### src/rtl/stat_irq_pkg.sv
package stat_irq_pkg;

    localparam int SIP_REG_W    = 16;
    localparam int SIP_NUM_REGS = 3;
    localparam int SIP_ADDR_W   = 2;

    typedef enum logic [SIP_ADDR_W-1:0] {
        SEL_MASTER = 2'd0,
        SEL_LOOP   = 2'd1,
        SEL_DMA    = 2'd2,
        SEL_NONE   = 2'd3
    } reg_sel_e;

    typedef struct packed {
        logic                  rd;
        logic                  wr;
        logic                  mask_space;
        logic [SIP_ADDR_W-1:0] addr;
    } bus_req_t;

    function automatic logic addr_in_range(input logic [SIP_ADDR_W-1:0] a,
                                           input int n);
        return int'(a) < n;
    endfunction

endpackage

### src/rtl/stat_reg_decode.sv
module stat_reg_decode
    import stat_irq_pkg::*;
#(
    parameter int NUM_REGS = SIP_NUM_REGS
) (
    input  bus_req_t            req,
    output logic [NUM_REGS-1:0] stat_rd,
    output logic [NUM_REGS-1:0] mask_rd,
    output logic [NUM_REGS-1:0] mask_wr,
    output logic                hit
);

    always_comb begin
        stat_rd = '0;
        mask_rd = '0;
        mask_wr = '0;
        hit     = addr_in_range(req.addr, NUM_REGS);
        for (int k = 0; k < NUM_REGS; k++) begin
            if (hit && int'(req.addr) == k) begin
                stat_rd[k] = req.rd && !req.mask_space;
                mask_rd[k] = req.rd &&  req.mask_space;
                mask_wr[k] = req.wr &&  req.mask_space;
            end
        end
    end

endmodule

### src/rtl/stat_bank.sv
module stat_bank #(
    parameter int REG_W = 16
) (
    input  logic             clk,
    input  logic             rst,
    input  logic [REG_W-1:0] evt,
    input  logic             clr,
    input  logic             mask_we,
    input  logic [REG_W-1:0] mask_wd,
    output logic [REG_W-1:0] status,
    output logic [REG_W-1:0] mask,
    output logic             pending
);

    logic [REG_W-1:0] status_nx;

    // A read clears what it saw; events of the same cycle survive.
    always_comb begin
        if (clr) status_nx = evt;
        else     status_nx = status | evt;
    end

    always_ff @(posedge clk) begin
        if (rst) begin
            status <= '0;
            mask   <= '0;
        end else begin
            status <= status_nx;
            if (mask_we) mask <= mask_wd;
        end
    end

    assign pending = |(status & mask);

endmodule

### src/rtl/stat_irq_out.sv
module stat_irq_out #(
    parameter int NUM_REGS = 3
) (
    input  logic                clk,
    input  logic                rst,
    input  logic [NUM_REGS-1:0] pend,
    input  logic                cfg_mode,
    output logic                host_irq_n,
    output logic                local_irq_n
);

    logic any_pend;
    assign any_pend = |pend;

    always_ff @(posedge clk) begin
        if (rst) begin
            host_irq_n  <= 1'b1;
            local_irq_n <= 1'b1;
        end else begin
            host_irq_n  <= !any_pend;
            local_irq_n <= !(any_pend && cfg_mode);
        end
    end

endmodule

### src/rtl/stat_irq_ctrl.sv
module stat_irq_ctrl
    import stat_irq_pkg::*;
#(
    parameter int REG_W    = SIP_REG_W,
    parameter int NUM_REGS = SIP_NUM_REGS,
    parameter int ADDR_W   = SIP_ADDR_W
) (
    input  logic                      clk,
    input  logic                      rst,
    input  logic                      cfg_mode,
    input  logic [NUM_REGS*REG_W-1:0] evt_in,
    input  logic                      rd_en,
    input  logic                      wr_en,
    input  logic                      mask_sel,
    input  logic [ADDR_W-1:0]         addr,
    input  logic [REG_W-1:0]          wr_data,
    output logic [REG_W-1:0]          rd_data,
    output logic                      host_irq_n,
    output logic                      local_irq_n
);

    bus_req_t            req;
    logic [NUM_REGS-1:0] stat_rd, mask_rd, mask_wr, pend;
    logic                hit;
    logic [REG_W-1:0]    status_q [NUM_REGS];
    logic [REG_W-1:0]    mask_q   [NUM_REGS];
    logic [REG_W-1:0]    rd_mux;

    always_comb begin
        req.rd         = rd_en;
        req.wr         = wr_en;
        req.mask_space = mask_sel;
        req.addr       = addr;
    end

    stat_reg_decode #(.NUM_REGS(NUM_REGS)) u_dec (
        .req     (req),
        .stat_rd (stat_rd),
        .mask_rd (mask_rd),
        .mask_wr (mask_wr),
        .hit     (hit)
    );

    for (genvar k = 0; k < NUM_REGS; k++) begin : g_bank
        stat_bank #(.REG_W(REG_W)) u_bank (
            .clk     (clk),
            .rst     (rst),
            .evt     (evt_in[k*REG_W +: REG_W]),
            .clr     (stat_rd[k]),
            .mask_we (mask_wr[k]),
            .mask_wd (wr_data),
            .status  (status_q[k]),
            .mask    (mask_q[k]),
            .pending (pend[k])
        );
    end

    always_comb begin
        rd_mux = '0;
        for (int k = 0; k < NUM_REGS; k++) begin
            if (stat_rd[k]) rd_mux = rd_mux | status_q[k];
            if (mask_rd[k]) rd_mux = rd_mux | mask_q[k];
        end
    end

    always_ff @(posedge clk) begin
        if (rst) rd_data <= '0;
        else     rd_data <= (rd_en && hit) ? rd_mux : '0;
    end

    stat_irq_out #(.NUM_REGS(NUM_REGS)) u_irq (
        .clk         (clk),
        .rst         (rst),
        .pend        (pend),
        .cfg_mode    (cfg_mode),
        .host_irq_n  (host_irq_n),
        .local_irq_n (local_irq_n)
    );

endmodule

### config.mk
export PLATFORM = sky130hd
export DESIGN_NAME = stat_irq_ctrl
export DESIGN_NICKNAME = d
export VERILOG_FILES = /design/src/rtl/stat_irq_pkg.sv /design/src/rtl/stat_reg_decode.sv /design/src/rtl/stat_bank.sv /design/src/rtl/stat_irq_out.sv /design/src/rtl/stat_irq_ctrl.sv
export SDC_FILE = /design/constraint.sdc
export NUM_CORES = 1
export LEC_CHECK = 0
export CAP_MARGIN = 20
export CORE_UTILIZATION = 26
export CTS_CLUSTER_SIZE = 24
export DETAILED_ROUTE_END_ITERATION = 8
export SYNTH_ARGS = -nofsm -noshare
export SYNTH_HDL_FRONTEND = slang
export SYNTH_SLANG_ARGS = --single-unit
### constraint.sdc
create_clock -name clk -period 1.2 [get_ports clk]
set_input_delay 0.24 -clock clk [delete_from_list [all_inputs] [get_ports clk]]
set_output_delay 0.24 -clock clk [all_outputs]
set_load 0.005 [all_outputs]
### Word level (Yosys, flattened, before mapping)

Cells that the tools add are included.

| word-level totals | value |
|---|---|
| flip-flop bits (word level) | 114 |
| input bits | 72 |
| output and inout bits | 18 |
| logic and storage cells | 56 |

| operators by class | value |
|---|---|
| $lt $le $gt $ge | 1 |
| equal/unequal tests | 2 |
| muxes and demuxes | 18 |
| bitwise gates (word level) | 12 |
| reductions and logical operators | 14 |

Operators by type and width:

| operator | number |
|---|---|
| 16-bit 2-to-1 mux | 9 |
| 16-bit bitwise OR | 8 |
| 16-bit AND | 3 |
| 48-bit OR reduction | 1 |
| 1-bit 2-to-1 mux | 9 |
| 1-bit logical AND | 8 |
| 2-bit equality test, second input constant | 2 |
| 1-bit zero test | 3 |
| 2-bit zero test | 1 |
| 2-bit less-than comparator, second input constant | 1 |
| 2-bit OR reduction | 1 |
| 1-bit NOT | 1 |

### Depth between registers and ports, before layout

Gate-level depths: netlist of the first run.

| logic depth | value |
|---|---|
| word-level depth | 14 |
| gate-level depth with buffers | 6 |
| mapped depth without buffers | 4 |

### By module

Synthesis of the first run repeated with hierarchy kept, for this count alone.

| second synthesis, totals | value |
|---|---|
| cell total of the unflattened synthesis | 445 |
| area, all modules | 4662.0 um^2 |

Modules (own cells, without submodules):

| module | instances | cells an instance | area an instance (um^2) | sequential area each (um^2) |
|---|---|---|---|---|
| stat_bank | 3 | 112 | 1158.6 | 640.6 |
| stat_irq_ctrl | 1 | 94 | 1012.2 | 320.3 |
| stat_reg_decode | 1 | 10 | 113.9 | 0.0 |
| stat_irq_out | 1 | 5 | 60.1 | 40.0 |

### Worst setup path after synthesis of the first run

No wires, ideal clock.

| timing | value |
|---|---|
| kind | input to register |
| start | in addr[0] |
| end | reg rd_data[14] |
| library setup time | 0.132 ns |
| arrival | 1.167 ns |
| data required time | 1.068 ns |
| path slack | -0.099 ns |
| cell stages on the path | 6 |
| buffers on the path | 2 |
| cell sequence | buf_2 -> nand2b_1 -> nor2_2 -> buf_4 -> a22oi_1 -> a31oi_1 |

| between the ends | value |
|---|---|
| cells in the longest elaborated chain, start to end | 14 |
| elaborated cells on any way between the ends | 27 |
| classes of those cells | order compare (1); eq/ne (2); mux (12); bitwise (6); reduce/logical (6) |

RTL lines:

| item | line | text |
|---|---|---|
| start: declaration | stat_irq_ctrl.sv:15 | `input logic [ADDR_W-1:0] addr,` |
| 2-bit less-than comparator / 2-bit zero test (equally long branches) | stat_irq_pkg.sv:23, stat_reg_decode.sv:19 |  |
| 1-bit logical AND | stat_reg_decode.sv:19 | `if (hit && int'(req.addr) == k) begin` |
| 1-bit 2-to-1 mux | stat_reg_decode.sv:19 |  |
| 16-bit 2-to-1 mux | stat_irq_ctrl.sv:61 | `if (stat_rd[k]) rd_mux = rd_mux \| status_q[k];` |
| 16-bit bitwise OR | stat_irq_ctrl.sv:62 | `if (mask_rd[k]) rd_mux = rd_mux \| mask_q[k];` |
| 16-bit 2-to-1 mux | stat_irq_ctrl.sv:62 |  |
| 16-bit bitwise OR | stat_irq_ctrl.sv:61 |  |
| 16-bit 2-to-1 mux | stat_irq_ctrl.sv:61 |  |
| 16-bit bitwise OR | stat_irq_ctrl.sv:62 |  |
| 16-bit 2-to-1 mux | stat_irq_ctrl.sv:62 |  |
| 16-bit bitwise OR | stat_irq_ctrl.sv:61 |  |
| 16-bit 2-to-1 mux | stat_irq_ctrl.sv:61 |  |
| 16-bit bitwise OR | stat_irq_ctrl.sv:62 |  |
| 16-bit 2-to-1 mux | stat_irq_ctrl.sv:62 |  |
| end signal: assignment | stat_irq_ctrl.sv:68 | `else rd_data <= (rd_en && hit) ? rd_mux : '0;` |
| end: declaration | stat_irq_ctrl.sv:17 | `output logic [REG_W-1:0] rd_data,` |

Parallel ways exist; a longest one is shown, timed or not.
A chain may end at the register's enable or synchronous reset.

### Worst setup path in the final report of the first run

| timing | value |
|---|---|
| start | reg g_bank[2].u_bank.status[5] |
| end | reg u_irq.local_irq_n |

| between the ends | value |
|---|---|
| cells in the longest elaborated chain, start to end | 4 |

RTL lines:

| item | line | text |
|---|---|---|
| start: declaration | stat_bank.sv:10 | `output logic [REG_W-1:0] status,` |
| start signal: assignment | stat_bank.sv:28 | `status <= status_nx;` |
| 16-bit AND | stat_bank.sv:33 | `assign pending = \|(status & mask);` |
| 48-bit OR reduction | stat_irq_out.sv:13 | `assign any_pend = \|pend;` |
| 1-bit logical AND | stat_irq_out.sv:21 | `local_irq_n <= !(any_pend && cfg_mode);` |
| 1-bit zero test | stat_irq_out.sv:21 |  |
| end signal: assignment | stat_irq_out.sv:21 |  |
| end: declaration | stat_irq_out.sv:9 | `output logic local_irq_n` |

Every way passes these cells.

==> results of run 1 <==
metrics by stage:
stage,hold WS [ns],cells,setup TNS (ns),instance area (um2)
floorplan,0.331,503,-0.728,4380
global placement,0.459,892,-54.80,6420
detailed placement,0.469,892,-62.12,6420
CTS,0.157,933,-0.623,7220
global route,0.177,935,-0.839,7290
finish,0.159,935,-0.633,7290
routing by layer:
metal / wire (um) / track usage, % / up-vias
met3: 1480 / 5.67 / 42
met1: 7280 / 24.6 / 2235
met5: 0 / 0 / -
li1: - / - / 2226
met2: 8540 / 34.5 / 244
met4: 545 / 9.88 / 0
path summary, 6_finish.rpt:
check	start	to	slack (ns)	depth (start not counted)
max	g_bank[2].u_bank.status[5]	u_irq.local_irq_n	-0.32	5
min reg2reg	g_bank[0].u_bank.mask[13]	g_bank[0].u_bank.mask[13]	0.47	2
min	rst	u_irq.local_irq_n	0.16	3
max reg2reg	g_bank[2].u_bank.status[5]	u_irq.local_irq_n	-0.32	5
flip-flops by register name, summed over array words and instances (netlist names):
signal / count
u_irq.host_irq_n: 1
g_bank.u_bank.status: 48
rd_data: 16
u_irq.local_irq_n: 1
g_bank.u_bank.mask: 48
power groups by stage:
| stage | registers [uW] | clock network, uW | logic, uW |
|---|---|---|---|
| 2_1_floorplan | 4120 | 0 | 350 |
| 3_3_place_gp | 4120 | 0 | 1070 |
| 3_5_place_dp | 4130 | 0 | 1090 |
| 4_1_cts | 4060 | 5160 | 1120 |
| 5_1_grt | 4080 | 5350 | 1240 |
| 6_report | 4060 | 5120 | 1160 |
cell families (layout without fill, tap and decap cells):
group	Yosys count	count (layout)	share of synthesized area, %
AO/OA/AOI/OAI	186	186	26.8
flip-flops	114	114	52.5
AND/OR/NAND/NOR	173	173	17.3
buffers and inverters	30	246	3.42
cell type report:
type,count,area [um2]
clock buffers,21,470
clock inverters,11,134
fillers,1527,8820
inverters,1,3.75
multi-input cells,359,2040
flip-flops and latches,114,2290
well taps,216,270
repair buffers,213,2080
cell usage after synthesis:
| cell type | n | area [um2] |
|---|---|---|
| dfxtp_1 | 114 | 2280 |
| nand2_1 | 101 | 379 |
| a21oi_1 | 96 | 480 |
| nor2_1 | 49 | 184 |
| a22oi_1 | 48 | 360 |
| a31oi_1 | 16 | 100 |
| a221oi_1 | 12 | 105 |
| a22o_1 | 12 | 105 |
| clkbuf_1 | 12 | 45.0 |
| buf_2 | 11 | 55.1 |
| buf_4 | 6 | 45.0 |
| nand3_1 | 4 | 20.0 |
| nor2_2 | 4 | 25.0 |
| nand4_1 | 3 | 18.8 |
| nor2b_1 | 3 | 18.8 |
| nor3_4 | 3 | 48.8 |
| nor2_4 | 2 | 22.5 |
| inv_1 | 1 | 3.75 |
| nand2_2 | 1 | 6.26 |
| nand2b_1 | 1 | 6.26 |
| nand2b_2 | 1 | 8.76 |
| nand2b_4 | 1 | 13.8 |
| o311ai_0 | 1 | 8.76 |
| o31ai_1 | 1 | 7.51 |
timing repair:
item,in CTS,in global routing
endpoints found under the setup margin,129,66
gates cloned,2,1
pin swaps,9,5
setup buffers,8,1
gates resized for setup,64,24
worst max-delay path, stage by stage (launching register included):
cell	delay, ns
dfxtp_2	0.31
a22o_1	0.24
a221oi_2	0.19
buf_4	0.16
nand4_1	0.25
o311ai_2	0.29
==> key figures, run 1 <==
Run
  – Max-Cap Viols: 0

Finish
  – Most frequent cells in the layout: dfxtp_1, nand2_1, buf_4, a21oi_1, clkdlybuf4s50_1
  – Util after Layout: roughly 45%
  – Layout cells sized above 1: 28.4%
  – Antenna fix cells: 0
  – Commonest non-fill, non-tap cell in the layout: dfxtp_1
  – Area delta synth->final: 67.6%
  – Nets: approximately 780

Setup path
  – Critical path fanouts, max: 2
  – Crit path kind: register to register
  – Critical path arrival: between 1.5 and 2 ns
  – Worst endpoint required time: around 1.5 ns
  – Nature of the critical path endpoint: register
  – Startpoint types: register

STA
  – Clock Skew: 0.00738 ns
  – Final Max Tran Viols: 0
  – Worst-margin pin slew: roughly 0.44 ns
  – Peak Freq: around 0.66 GHz
  – Slew headroom: 70.4%
  – Min cycle time layout: between 1.5 and 2 ns
  – Final setup violation count: 2
  – Tcrit/Tclk final: 127%
  – RSZ-0062 raised after global routing: true
  – Endpoints failing hold: 0
  – PnR worst setup slack: -0.323 ns

GRT
  – Vias in the first global route: 4791
  – Gr ovfl total: 0
  – GRT Util Overall: 20.7%
  – Initial antenna violation count: 0
  – First-pass GRT wire length: 27000 um
  – Largest net degree at the start of global routing: 97

Drt
  – Routed vias/inst: roughly 5.1
  – Wirelength per Cell: 19.1 um
  – Pre-antenna DRT Iters: 7
  – Final ANT Viol Nets: 0
  – Routed vias: 4747
  – Initial drt markers: slightly below 500
  – Routed WL: around 18000 um
  – DRC Markers: 0

Synth
  – Synthesized flop and latch total: roughly 110
  – Synth warn: 0
  – Netlist cell types: 24
  – Mapped Nets: ~580
  – Post-synthesis instance area: around 4400 um2
  – Mapped Avg Cell Area: just under 9 um2
  – Sequential-to-total area share from yosys stat: between 50% and 60%
  – Post-synthesis cell count: roughly 500

Pwr
  – Clock Power Share: approximately half
  – PD cells: 1420 nW/um2
  – Seq pwr share: about two fifths
  – Switching pwr: between 2000 and 2500 uW
  – Combinational group share of total power: 11.2%
  – Int Pwr: between 7000 and 8000 uW
  – LEAKAGE: approximately 0.0028 uW
  – Power Total: roughly 10000 uW
  – Switching share of power: 22.8%
  – Maximum VDD drop: roughly 1.1 mV

Die
  – Die X: approximately 130 um
  – Core area: around 16000 um2
  – Full die area: 17300 um2
  – I/O pin cnt: 90
  – Chip height: 131 um
  – Initial Util: between 20% and 30%
  – FP Rows: 46

Status
  – Failing checks: negative setup slack
  – Status: finished with violations

Clock network
  – CTS tree: done
  – Htree depth: 4
  – Buffer depth of the longest clock path: 2
  – Reg clk slew, reported paths: 0.05 ns
  – Clk sinks: 114
  – CTS Buf Count: 17
  – Clk_lat worst skew: 0.41 ns
  – Hold_buf cts: 0
  – Root Driver: clkbuf_16

Placed design
  – Post-place setup slack: -0.698 ns
  – RePlAce Congestion: 0.855
  – PortBufs: 89
  – Post-DP HPWL: 11700 um

Hold path
  – Worst hold path class: input pin to register
(Power assumes the default switching activity.)
==> run 2: changes to the inputs <==
PLACE_DENSITY_LB_ADDON = 0.08   (was not set)
==> run 2 against run 1 <==
  * The flow still finishes with violations (negative setup slack)
  * Clock power up 5.3%
  * Clock skew shrank 0.0013 ns
  * Final area shrank 1.6%
  * Non-clock buffer count up 11
  * Sequential share of layout area is 0.50 points higher
  * Flip-flop and latch count unchanged
  * Critical path type unchanged
==> key figures, run 2 (same netlist as run 1, synthesis figures left out) <==
Status
  – Status: finished with violations
  – Failing checks: negative setup slack

STA
  – Setup TNS: -0.662 ns
  – Hold slack: about 0.16 ns
  – Min cycle time layout: approximately 1.5 ns
  – Final setup violation count: 2
  – Slew headroom: ~70%
  – Worst-margin pin slew: ~0.47 ns
  – Clock Skew: 0.00610 ns
  – RSZ-0062 raised after global routing: true
  – PnR worst setup slack: -0.341 ns
  – Endpoints failing hold: 0
  – Final Max Tran Viols: 0
  – Tcrit/Tclk final: 128%
  – Peak Freq: roughly 0.65 GHz

Finish
  – Antenna fix cells: 0
  – Area delta synth->final: 64.9%
  – Biggest regs: g_bank.u_bank.mask: 48 flops, g_bank.u_bank.status: 48 flops, rd_data: 16 flops
  – Layout cells sized above 1: approximately 29%
  – Nets: between 700 and 800
  – Finished Layout Cells: around 950
  – Most frequent cells in the layout: buf_4, dfxtp_1, nand2_1, a21oi_1, clkdlybuf4s50_1
  – Design area: just over 7000 um2
  – Commonest non-fill, non-tap cell in the layout: buf_4

Clock network
  – Htree depth: 4
  – Root Driver: clkbuf_16
  – Clk_lat worst skew: 0.41 ns
  – Reg clk slew, reported paths: 0.05 ns
  – Buffer depth of the longest clock path: 2
  – Clk sinks: 114
  – CTS Buf Count: 17
  – CTS tree: done

Drt
  – Routed vias/inst: between 4 and 5
  – DRC Markers: 0
  – Final ANT Viol Nets: 0
  – Pre-antenna DRT Iters: 6
  – Initial drt markers: 340
  – Routed vias: between 4000 and 5000
  – Wirelength per Cell: 18.7 um
  – Routed WL: 17700 um

Pwr
  – PD cells: ~1500 nW/um2
  – Switching pwr: ~2400 uW
  – Seq pwr share: a little under two fifths
  – Maximum VDD drop: around 1.1 mV
  – Switching share of power: a little under a quarter
  – Combinational group share of total power: a little over a tenth
  – Int Pwr: 8180 uW
  – Clock Power Share: about half
  – LEAKAGE: ~0.0028 uW

Setup path
  – Family with the most delay on the worst path: compound AO/OA/AOI/OAI gates
  – Critical path arrival: between 1.5 and 2 ns
  – Start point of the critical path: g_bank[2].u_bank.mask[5]
  – Slowest-stage cell, CP: dfxtp_2
  – Critical path fanouts, max: 2
  – Nature of the critical path endpoint: register
  – Max incr delay on CP: 0.31 ns
  – WP buf/inv: 2
  – Worst endpoint required time: ~1.5 ns
  – FF-to-FF Start: g_bank[2].u_bank.mask[5]
  – Crit path cell chain: a22o_1, a221oi_2, buf_4, nand4_1, buf_4, o311ai_2
  – Startpoint types: register
  – Most common cell on crit path: buf_4
  – Crit path kind: register to register

Hold path
  – Worst hold path class: input pin to register
  – Hold Crit Start: rst

Placed design
  – Cells after DPL: roughly 900
  – Post-DP HPWL: roughly 13000 um
  – PortBufs: 89
  – Placed cell areas: approximately 6400 um2
  – RePlAce Congestion: 0.831

Die
  – I/O pin cnt: 90
  – Initial Util: a little over a quarter
  – Chip height: 131 um
  – Die X: approximately 130 um
  – Core area: around 16000 um2
  – Full die area: around 17000 um2
  – FP Rows: 46

GRT
  – Vias in the first global route: roughly 4500
  – Largest net degree at the start of global routing: just under 100
  – Gr ovfl total: 0
  – First-pass GRT wire length: ~27000 um
  – GRT Util Overall: approximately a fifth
  – Initial antenna violation count: 0

Run
  – Max-Cap Viols: 0
## run 2: cell types whose count changed in the layout (fill, tap and decap cells not counted), moves of 3 or more
cell,previous run,this run
a22oi_1,42,46
buf_12,17,10
buf_4,98,119
clkbuf_2,6,9
a22oi_2,6,2
clkdlybuf4s15_2,3,0
buf_2,2,7
clkdlybuf4s15_1,10,5
## run 2: what timing repair did
action | in CTS | in global routing
gates cloned | 0 | 0
setup endpoints to repair | 132 | 89
buffers inserted | 10 | 0
pin swaps | 7 | 4
hold buffers | 0 | 0
gates resized for setup | 65 | 25
## run 2: tightest hold or removal path: cells and delay by family
kind | cells | cell delay, ns
AO/OA/AOI/OAI | 1 | 0.08
buffers and inverters | 2 | 0.22
## run 2: path summary, 6_finish.rpt
| kind | endpoint | slack (ns) | depth (start not counted) |
|---|---|---|---|
| max | u_irq.local_irq_n | -0.34 | 6 |
| min | u_irq.host_irq_n | 0.16 | 3 |
| max reg2reg | u_irq.local_irq_n | -0.34 | 6 |
| min reg2reg | g_bank[0].u_bank.mask[13] | 0.48 | 2 |
## run 2: area by class of cell
| cell class | instances | area [um2] |
|---|---|---|
| fillers | 1608 | 8940 |
| flip-flops and latches | 114 | 2290 |
| multi-input cells | 359 | 2010 |
| repair buffers | 224 | 1970 |
| clock buffers | 21 | 470 |
| well taps | 216 | 270 |
| clock inverters | 11 | 158 |
| inverters | 1 | 3.75 |
## run 2: metal layers
layer / up-vias / GRT usage [%] / wire, um
met2: 147 / 32.8 / 8050
met5: - / 0 / 0
met3: 18 / 5.13 / 1030
li1: 2240 / - / -
met1: 2156 / 28.3 / 8370
met4: 0 / 6.40 / 210
## run 2: stage by stage
step	power (uW)	worst slack, ns	utilization, %
floorplan	4470	-0.0214	-
global placement	5220	-0.732	39.8
detailed placement	5220	-0.755	39.8
CTS	10600	-0.364	44.7
global route	10900	-0.420	44.5
finish	10600	-0.341	44.5
## run 2: power groups by stage
stage	clock, uW	combinational [uW]	sequential, uW
3_5_place_dp	0	1090	4130
2_1_floorplan	0	350	4120
6_report	5390	1130	4060
4_1_cts	5460	1120	4060
5_1_grt	5640	1210	4080
3_3_place_gp	0	1090	4130
==> run 3: changes to the inputs <==
CORE_ASPECT_RATIO = 1.1   (was not set)
==> run 3 against run 2 <==
  * The flow finishes with violations (design-rule violations, negative setup slack)
  * Global-route usage increased by 0.39 points
  * Sequential share of layout area shrank 0.088 points
  * Via count rose by 0.13%
  * Core utilization down 0.55 points
==> key figures, run 3 (same netlist as run 1, synthesis figures left out) <==
Finish
  – Finished Layout Cells: between 900 and 1000
  – Commonest non-fill, non-tap cell in the layout: buf_4
  – Antenna fix cells: 0
  – Area delta synth->final: 65.5%
  – Design area: 7200 um2
  – Biggest regs: g_bank.u_bank.mask: 48 flops, g_bank.u_bank.status: 48 flops, rd_data: 16 flops
  – Layout cells sized above 1: 28.4%
  – Most frequent cells in the layout: buf_4, dfxtp_1, nand2_1, a21oi_1, clkdlybuf4s50_1
  – FF/Latch Area: around 2300 um2
  – Final-layout fill cell count: 1626
  – Nets: just under 800
  – Area occupied by multi-input gates: slightly below 2000 um2

Die
  – I/O pin cnt: 90
  – Initial Util: between 20% and 30%
  – FP Rows: 49
  – Chip height: around 140 um
  – Die X: 125 um
  – Full die area: roughly 17000 um2
  – Core area: 16400 um2

STA
  – Peak Freq: ~0.65 GHz
  – Final Max Tran Viols: 0
  – Min cycle time layout: 1.54 ns
  – RSZ-0062 raised after global routing: true
  – Clock Skew: ~0.0055 ns
  – PnR worst setup slack: -0.340 ns
  – Final setup violation count: 2
  – Tcrit/Tclk final: 128%
  – Slew headroom: between 70% and 80%
  – Hold slack: a little over 0.2 ns
  – Worst-margin pin slew: between 0.4 and 0.5 ns
  – Endpoints failing hold: 0

GRT
  – Gr ovfl total: 0
  – Vias in the first global route: about 4700
  – First-pass GRT wire length: ~27000 um
  – Largest net degree at the start of global routing: 97
  – Initial antenna violation count: 0
  – GRT Util Overall: about a fifth

Pwr
  – Combinational group share of total power: a little under an eighth
  – Maximum VDD drop: 0.977 mV
  – Clock Power Share: ~48%
  – Switching share of power: between 20% and 30%
  – Seq pwr share: between 40% and 50%
  – LEAKAGE: ~0.0028 uW
  – Switching pwr: between 2000 and 2500 uW
  – Int Pwr: between 7000 and 8000 uW
  – PD cells: between 1000 and 1500 nW/um2

Setup path
  – Worst endpoint required time: around 1.5 ns
  – Startpoint types: register
  – Worst reg2reg setup slack: -0.34 ns
  – Nature of the critical path endpoint: register
  – FF-to-FF Start: g_bank[1].u_bank.status[12]
  – Critical path arrival: 1.85 ns
  – Critical path fanouts, max: 2
  – Worst r2r path cells: 4
  – Critical R2R Capture: u_irq.local_irq_n
  – Crit path kind: register to register

Drt
  – Routed vias/inst: just under 5
  – Pre-antenna DRT Iters: 6
  – Wirelength per Cell: roughly 19 um
  – Routed WL: ~18000 um
  – Routed vias: 4567
  – Final ANT Viol Nets: 0
  – DRC Markers: 5
  – Initial drt markers: roughly 320

Hold path
  – Hold Crit Start: rst
  – Worst hold path class: input pin to register
  – Hold path depth: 3
  – Hold EP: u_irq.host_irq_n

Status
  – Status: finished with violations
  – Failing checks: design-rule violations, negative setup slack

Placed design
  – Post-DP HPWL: 12600 um
  – PortBufs: a little under 90
  – Placed cell areas: approximately 6500 um2
  – Cells after DPL: approximately 900
  – RePlAce Congestion: about 0.8
  – Post-place setup slack: -0.645 ns

Clock network
  – Buffer depth of the longest clock path: 2
  – CTS tree: done
  – CTS Buf Count: 17
  – Reg clk slew, reported paths: approximately 0.05 ns
  – Htree depth: 4
  – Clk_lat worst skew: between 0.4 and 0.5 ns
  – Hold_buf cts: 0
  – Clk sinks: between 100 and 150
  – Root Driver: clkbuf_16

Run
  – Max-Cap Viols: 0
-- run 3: cell types whose count changed in the layout (fill, tap and decap cells not counted), moves of 2 or more --
cell and delta:
a22oi_1 +2, a22oi_2 -2, buf_12 +3, buf_2 -3, buf_4 -2, buf_6 -2, bufbuf_16 +2, bufinv_16 -3
clkbuf_1 +5, clkbuf_2 +2, clkdlybuf4s15_1 +3, clkinv_2 -2, dlygate4sd2_1 -2
-- run 3: final cells by class --
| cell class | count | area share [%] |
|---|---|---|
| clock buffers | 27 | 6.99 |
| clock inverters | 5 | 0.695 |
| inverters | 1 | 0.0521 |
| multi-input cells | 359 | 27.6 |
| flip-flops and latches | 114 | 31.9 |
| well taps | 204 | 3.55 |
| repair buffers | 227 | 29.2 |
-- run 3: critical path, cell delays in order (launching register included) --
cell and delay (ns):
dfxtp_2 0.32, a22o_4 0.27, a221oi_2 0.26, nand4_1 0.25
o311ai_1 0.34
-- run 3: metrics by stage --
stage                     power, uW  utilization, %  setup TNS (ns)
after global routing          10300            44.0          -0.845
after CTS                     10000            43.8          -0.702
final                          9950            44.0          -0.629
after global placement         5240            39.6          -57.83
after detailed placement       5240            39.6          -60.28
after floorplan                4470               -          -0.728
-- run 3: worst max path at each step --
stage	to	startpoint	slack [ns]	cells after the start
5_1_grt	u_irq.local_irq_n	g_bank[0].u_bank.mask[14]	-0.45	5
3_5_place_dp	rd_data[8]	rd_en	-0.65	7
2_1_floorplan	g_bank[1].u_bank.mask[10]	addr[0]	-0.02	6
6_report	u_irq.local_irq_n	g_bank[1].u_bank.status[12]	-0.34	4
4_1_cts	u_irq.local_irq_n	g_bank[2].u_bank.mask[4]	-0.40	5
3_3_place_gp	rd_data[14]	rd_en	-0.56	7
-- run 3: layer usage --
layer	GRT usage, %	vias up	part of all wire, %
met4	8.47	0	2.2
li1	-	2246	-
met1	25.0	2165	43
met5	0	-	0
met2	38.1	128	50
met3	4.74	28	5.5
-- run 3: power groups by stage --
| stage | Clock (uW) | Combinational (uW) | Sequential [uW] |
|---|---|---|---|
| 2_1_floorplan | 0 | 350 | 4120 |
| 3_3_place_gp | 0 | 1110 | 4130 |
| 3_5_place_dp | 0 | 1110 | 4130 |
| 4_1_cts | 4810 | 1140 | 4060 |
| 5_1_grt | 4990 | 1230 | 4080 |
| 6_report | 4740 | 1150 | 4060 |
-- run 3: what timing repair did --
item,4_1_cts,5_1_grt
buffers inserted,3,2
gates resized for setup,60,24
cloned,2,1
setup endpoints to repair,132,67
pin swaps,3,6
